===== src/rtl/lane_adapt_pkg.sv =====
package lane_adapt_pkg;
  localparam int LANE_W  = 8;
  localparam int LANES   = 4;
  localparam int WORD_AW = 17;

  typedef enum logic [1:0] {
    ORG_X32  = 2'b00,
    ORG_X16  = 2'b01,
    ORG_X8   = 2'b10,
    ORG_RSVD = 2'b11
  } org_e;
endpackage


===== src/rtl/sla_lane_decode.sv =====
module sla_lane_decode
  import lane_adapt_pkg::*;
#(
  parameter int NLANE = LANES,
  localparam int SELW = $clog2(NLANE),
  localparam int HALF = NLANE / 2
) (
  input  org_e             org,
  input  logic             valid,
  input  logic [SELW-1:0]  sel,
  output logic [NLANE-1:0] ce_n
);
  logic [NLANE-1:0] en;

  always_comb begin
    en = '0;
    if (valid) begin
      unique case (org)
        ORG_X32: en = '1;
        ORG_X16: begin
          for (int i = 0; i < NLANE; i++)
            en[i] = ((i / HALF) == int'(sel[0]));
        end
        ORG_X8: begin
          for (int i = 0; i < NLANE; i++)
            en[i] = (sel == SELW'(i));
        end
        default: en = '0;
      endcase
    end
  end

  assign ce_n = ~en;

  // a valid byte access opens exactly one lane
  always_comb begin
    if (valid && org == ORG_X8)
      assert_single_lane_R4: assert ($countones(~ce_n) == 1);
    if (valid && org == ORG_X16)
      assert_half_lanes_R3: assert ($countones(~ce_n) == HALF);
  end
endmodule


===== src/rtl/sla_addr_map.sv =====
module sla_addr_map
  import lane_adapt_pkg::*;
#(
  parameter int AW    = WORD_AW,
  parameter int NLANE = LANES,
  localparam int SELW = $clog2(NLANE),
  localparam int HAW  = AW + SELW
) (
  input  org_e           org,
  input  logic [HAW-1:0] host_addr,
  output logic [AW-1:0]  word_addr
);
  always_comb begin
    unique case (org)
      ORG_X32: word_addr = host_addr[AW-1:0];
      ORG_X16: word_addr = host_addr[AW:1];
      ORG_X8:  word_addr = host_addr[HAW-1:SELW];
      default: word_addr = '0;
    endcase
  end
endmodule


===== src/rtl/sla_wdata_fanout.sv =====
module sla_wdata_fanout
  import lane_adapt_pkg::*;
#(
  parameter int NLANE = LANES,
  parameter int LW    = LANE_W,
  localparam int DW   = NLANE * LW,
  localparam int HALF = NLANE / 2
) (
  input  org_e          org,
  input  logic [DW-1:0] host_wdata,
  output logic [DW-1:0] lane_wdata
);
  for (genvar g = 0; g < NLANE; g++) begin : g_lane
    always_comb begin
      unique case (org)
        ORG_X32: lane_wdata[g*LW +: LW] = host_wdata[g*LW +: LW];
        ORG_X16: lane_wdata[g*LW +: LW] = host_wdata[(g % HALF)*LW +: LW];
        ORG_X8:  lane_wdata[g*LW +: LW] = host_wdata[0 +: LW];
        default: lane_wdata[g*LW +: LW] = '0;
      endcase
    end
  end

  // both halves carry the same halfword in the 16-bit view
  always_comb begin
    if (org == ORG_X16)
      assert_halves_match_R5: assert (lane_wdata[DW-1:DW/2] == lane_wdata[DW/2-1:0]);
  end
endmodule


===== src/rtl/sla_rdata_steer.sv =====
module sla_rdata_steer
  import lane_adapt_pkg::*;
#(
  parameter int NLANE = LANES,
  parameter int LW    = LANE_W,
  localparam int DW   = NLANE * LW,
  localparam int SELW = $clog2(NLANE),
  localparam int HW   = DW / 2
) (
  input  org_e            org,
  input  logic [SELW-1:0] sel,
  input  logic [DW-1:0]   lane_rdata,
  output logic [DW-1:0]   host_rdata
);
  logic [HW-1:0] half_pick;
  logic [LW-1:0] byte_pick;

  always_comb begin
    half_pick = lane_rdata[int'(sel[0])*HW +: HW];
    byte_pick = '0;
    for (int i = 0; i < NLANE; i++)
      if (sel == SELW'(i)) byte_pick = lane_rdata[i*LW +: LW];
  end

  always_comb begin
    unique case (org)
      ORG_X32: host_rdata = lane_rdata;
      ORG_X16: host_rdata = {{(DW-HW){1'b0}}, half_pick};
      ORG_X8:  host_rdata = {{(DW-LW){1'b0}}, byte_pick};
      default: host_rdata = '0;
    endcase
  end

  // byte view returns nothing above the selected lane
  always_comb begin
    if (org == ORG_X8)
      assert_byte_zero_ext_R7: assert (host_rdata[DW-1:LW] == '0);
    if (org == ORG_X16)
      assert_half_zero_ext_R6: assert (host_rdata[DW-1:HW] == '0);
  end
endmodule


===== src/rtl/sram_lane_adapter.sv =====
module sram_lane_adapter
  import lane_adapt_pkg::*;
#(
  parameter int NLANE = LANES,
  parameter int LW    = LANE_W,
  parameter int AW    = WORD_AW,
  localparam int DW   = NLANE * LW,
  localparam int SELW = $clog2(NLANE),
  localparam int HAW  = AW + SELW
) (
  input  logic [1:0]       org_mode,
  input  logic             req_valid,
  input  logic             req_write,
  input  logic [HAW-1:0]   host_addr,
  input  logic [DW-1:0]    host_wdata,
  output logic [DW-1:0]    host_rdata,
  output logic [AW-1:0]    sram_addr,
  output logic [NLANE-1:0] sram_ce_n,
  output logic             sram_we_n,
  output logic             sram_oe_n,
  output logic [DW-1:0]    sram_wdata,
  input  logic [DW-1:0]    sram_rdata
);
  org_e            org;
  logic            legal;
  logic            live;
  logic [SELW-1:0] sel;

  assign org   = org_e'(org_mode);
  assign legal = (org != ORG_RSVD);
  assign live  = req_valid && legal;
  assign sel   = host_addr[SELW-1:0];

  sla_lane_decode #(.NLANE(NLANE)) u_dec (
    .org   (org),
    .valid (live),
    .sel   (sel),
    .ce_n  (sram_ce_n)
  );

  sla_addr_map #(.AW(AW), .NLANE(NLANE)) u_amap (
    .org       (org),
    .host_addr (host_addr),
    .word_addr (sram_addr)
  );

  sla_wdata_fanout #(.NLANE(NLANE), .LW(LW)) u_wfan (
    .org        (org),
    .host_wdata (host_wdata),
    .lane_wdata (sram_wdata)
  );

  sla_rdata_steer #(.NLANE(NLANE), .LW(LW)) u_rsteer (
    .org        (org),
    .sel        (sel),
    .lane_rdata (sram_rdata),
    .host_rdata (host_rdata)
  );

  assign sram_we_n = !(live && req_write);
  assign sram_oe_n = !(live && !req_write);

  always_comb begin
    assert_strobe_exclusive_R9: assert (sram_we_n || sram_oe_n);
    if (!req_valid)
      assert_idle_standby_R1: assert (&sram_ce_n);
    if (org == ORG_RSVD)
      assert_reserved_quiet_R8: assert ((&sram_ce_n) && sram_wdata == '0 && sram_addr == '0);
  end
endmodule


===== config.mk =====
export PLATFORM = sky130hd
export DESIGN_NAME = sram_lane_adapter
export DESIGN_NICKNAME = d
export VERILOG_FILES = /design/src/rtl/lane_adapt_pkg.sv /design/src/rtl/sla_lane_decode.sv /design/src/rtl/sla_addr_map.sv /design/src/rtl/sla_wdata_fanout.sv /design/src/rtl/sla_rdata_steer.sv /design/src/rtl/sram_lane_adapter.sv
export SDC_FILE = /design/constraint.sdc
export NUM_CORES = 1
export LEC_CHECK = 0
export BUFFER_PORTS_ARGS = -buffer_cell sky130_fd_sc_hd__buf_2
export CAP_MARGIN = 20
export CORE_AREA = 2 2 67 69
export DETAILED_ROUTE_END_ITERATION = 10
export DIE_AREA = 0 0 69 71
export GPL_ROUTABILITY_DRIVEN = 0
export PLACE_DENSITY = 0.84
export RECOVER_POWER = 100
export SKIP_LAST_GASP = 1
export SLEW_MARGIN = 15
export SYNTH_ARGS = -nofsm -noshare
export SYNTH_HDL_FRONTEND = slang
export SYNTH_SLANG_ARGS = --single-unit
export TNS_END_PERCENT = 1

===== constraint.sdc =====
create_clock -name vclk -period 1.67
set_input_delay 0.167 -clock vclk [all_inputs]
set_output_delay 0.167 -clock vclk [all_outputs]
set_load 0.005 [all_outputs]

Yosys cells after proc, flatten, opt, wreduce, memory -nomap -nowiden:

Index checks and enable logic that the tools add are counted.

* output and inout port bits: 87
* input port bits: 87
* register bits: 0

* shifts and indexed selects: 1
* reduce and logical (&&, ||, !) cells: 11
* eq/ne operators: 6
* mux-type cells: 12
* bitwise logic cells: 2

Operators with widths (number)
* $pmux 32 s3: 1
* $pmux 17 s3: 1
* $mux 8: 5
* $pmux 8 s2: 2
* $shiftx 32x6->16: 1
* $pmux 8 s3: 1
* $pmux 4 s3: 1
* $eq 2x2->1 const B: 3
* $eq 2x1->1 const B: 2
* $logic_not 2->1: 2
* $mux 4: 1
* $not 4->4: 1
* $reduce_or 2->1: 2
* $logic_and 1x1->1: 3
* $logic_not 1->1: 3
* $reduce_or 3->1: 1
* $ne 2x2->1 const B: 1
* $not 1->1: 1

Longest topological paths before layout:

* depth after elaboration: 6
* depth in mapped cells: 8

Cells and area by module:

A second synthesis with hierarchy kept.

* cell total of the unflattened synthesis: 245
* area, all modules: 1671.6 sq um

By module, submodules not included
* sla_rdata_steer: seq. area each 0.0 sq um, area each 649.4 sq um, instances 1, cells an instance 92
* sla_wdata_fanout: seq. area each 0.0 sq um, area each 481.7 sq um, instances 1, cells an instance 79
* sla_addr_map: seq. area each 0.0 sq um, area each 445.4 sq um, instances 1, cells an instance 58
* sla_lane_decode: seq. area each 0.0 sq um, area each 72.6 sq um, instances 1, cells an instance 12
* sram_lane_adapter: seq. area each 0.0 sq um, area each 22.5 sq um, instances 1, cells an instance 4

Worst setup path after synthesis:

OpenSTA, ideal clock, no wires.

* path kind: input -> output
* from: input org_mode[1]
* to: output host_rdata[0]
* required time: 1503 ps
* path buffers: 1
* path slack: 160 ps
* data arrival time: 1343 ps
* stages on the path: 7
* path through: inv_1 -> ha_1 -> and2_4 -> buf_6 -> o21bai_4 -> nor2b_4 -> a221o_1

* longest elaborated chain between the ends: 2
* elaborated cells between the ends (all ways): 4
* those cells by class: eq/ne: 2; mux: 1; reduce/logical: 1

Ends and longest elaborated chain
* from (decl): RTL line sram_lane_adapter.sv:11 `input logic [1:0] org_mode,`
* $eq 2x2->1 (tied with other cells)
* $pmux 32 s3 (*): RTL line sla_rdata_steer.sv:26 `unique case (org)`
* to (decl): RTL line sram_lane_adapter.sv:16 `output logic [DW-1:0] host_rdata,`

Every way passes the cells marked *; elsewhere a longest branch is shown, timed or not.

Worst setup path after layout:

* from: input org_mode[1]
* to: output host_rdata[5]

Same word-level chain as after synthesis.

==> results.yml <==
run_status:
  run_status: "complete, no violations"
layout:
  finalNonFillerCells: 438
  fin_util_pct: 57.3
  clock_buffers: 0
  finalNetCount: 480
  regArea_um2: 0
  syn2layout_area_growth_pct: 69.1
  seq_cells: 0
  layout-drive-gt1-share_pct: 54.1
  num_antenna_cells: 0
sta:
  hold_violations: 0
  setup_ws_ns: 0.0457
  relSlewSlack_pct: 75.0
  holdWs_ns: 0.605
  rsz0062_at_grt: "yes"
  fmax_mhz: 616
  setup_viol: 0
  slew_viol_final: 0
  worst_slew_pin_slew_ns: 0.376
  final.min_clock_period_ns: 1.62
  period_share_pct: 97.3
worst_setup_path:
  crit_type: "in -> out"
  cp_common_cell: "buf_2"
  crit_family: "compound AO/OA/AOI/OAI gates"
  slowest_stage: "a221o_1"
  path_cells: "buf_2, inv_2, ha_4, and2_4, o21bai_4, nor2b_4, a221o_1, buf_2"
  cp-start-kind: "input port"
  crit_buf_inv: 3
  end_kind: "output pin"
  cp_max_fo: 4
  slowest_delay_ns: 0.35
  arrival_ns: 1.46
  required_ns: 1.50
grt:
  grt_pass1_wl_um: 9770
  grt_antenna_before_repair: 0
  grt_use_total_pct: 22.8
  gr-total-overflow: 0
  grt_max_degree: 47
  grt_pass1_vias: 2116
route:
  drc: 0
  drtIter0Drc: 292
  post_drt_wl_per_cell_um: 14.3
  routed_wl_um: 6260
  viasPerCell: 5.62
  dr.pass1.iters: 7
  num_vias: 2462
  postRouteAntennaNets: 0
pwr:
  p_comb_share_pct: 100.0
  p_int_w: 0.000348
  p_sw_share_pct: 49.5
  p_sw_w: 0.000341
  ir_drop_mv: 0.144
  power.density_nw_per_um2: 286
  leakagePower_nw: 1.35
  p_clk_share_pct: 0
  p_seq_share_pct: 0
die:
  start_util_pct: 33.9
  die_w_um: 69
  die_h_um: 71
  core_um2: 4200
  row_count: 24
  die_area_um2: 4900
  ios: 174
synth:
  ys_seq_area_share_pct: 0
  synth_warnings: 0
  syn_inst: 224
  yosysUniqueCellTypes: 31
  syn_nets: 316
  synth_area_um2: 1420
  avgSynthCellArea_um2: 6.36
clock_network:
  cts_setup_buffers: 0
  hold_buffers: 0
place:
  dp_hpwl_um: 4940
  pre_cts_ws_ns: -0.0490
  portBuffers: 174
  dp.cells: 438
flow_run:
  maxCapViolations: 0
hold_path:
  holdCritPathClass: "in -> out"
## power by group through the flow
stage	combinational, W	sequential (W)	clock (W)
global route	0.000761	0	0
finish	0.000690	0	0
detailed placement	0.000679	0	0
global placement	0.000666	0	0
CTS	0.000682	0	0
floorplan	0.000331	0	0
## kinds of logic (layout without fill, tap and decap cells)
kind of cell	count (synthesis)	after routing	synth area share [%]
buf+inv	32	194	9.67
mux	11	11	9.14
simple gates	99	99	33.5
fa+ha+maj	5	5	4.39
compound gates	77	77	43.3
## cells in the final DEF, fill, tap and decap left out, types with 3 or more instances in the layout
| master | netlist | routed |
|---|---|---|
| a21oi_1 | 15 | 15 |
| nand2_1 | 6 | 5 |
| buf_2 | 5 | 173 |
| buf_4 | 1 | 14 |
| a22oi_1 | 23 | 23 |
| nor2b_1 | 9 | 8 |
| o21ai_0 | 5 | 5 |
| mux2_2 | 6 | 6 |
| nand3_1 | 4 | 4 |
| ha_2 | 0 | 3 |
| and2_1 | 16 | 15 |
| mux2i_1 | 4 | 4 |
| a222oi_1 | 26 | 26 |
| a221o_1 | 4 | 4 |
| nor2_1 | 55 | 55 |
| inv_1 | 4 | 3 |
## final timing paths
| kind | startpoint | end | slack, ns | cells past startpoint |
|---|---|---|---|---|
| max | org_mode[1] | host_rdata[5] | 0.05 | 8 |
| min | req_write | sram_we_n | 0.61 | 3 |
## cell type report
cell class	instances	area [um2]
inverter	4	15.0
fill	409	1800
timing repair buffer	190	1010
tap	52	65.1
multi-input combinational	192	1320
## cells in the mapped netlist, types with 2 or more instances
library cell	count	share of area, %
nor2_1	55	14
nand2_1	6	1.6
and3_1	2	0.88
and2_1	16	7.0
ha_1	5	4.4
a222oi_1	26	18
a21oi_1	15	5.3
a22o_1	2	1.2
clkbuf_1	15	4.0
nand3_1	4	1.4
inv_1	4	1.1
a221o_1	4	2.8
o21ai_0	5	1.8
mux2_2	6	4.7
a22oi_1	23	12
buf_1	6	1.6
nor2b_1	9	4.0
buf_2	5	1.8
mux2i_1	4	2.8
## worst min-delay path: stages
cell and delay (ns):
buf_2 0.10, nand3b_1 0.07, buf_2 0.10
## per-stage QoR
stage / setup TNS, ns / area [um2] / total power, W
global placement: -0.0719 / 2370 / 0.000666
finish: 0 / 2410 / 0.000690
detailed placement: -0.274 / 2370 / 0.000679
floorplan: 0 / 1420 / 0.000331
global route: -0.114 / 2410 / 0.000761
CTS: 0 / 2380 / 0.000682
## per-layer routing
metal	vias up	GRT usage, %	wire, um
met1	1136	29.5	2590
met3	14	1.99	442
met5	-	0	0
met4	0	6.54	114
li1	1185	-	-
met2	127	40.3	3110
## repair_timing
item,4_1_cts,5_1_grt
endpoints found under the setup margin,8,29
pin swaps,0,3
gates resized for setup,2,8
Note: power is estimated with default switching activity, not from simulation.
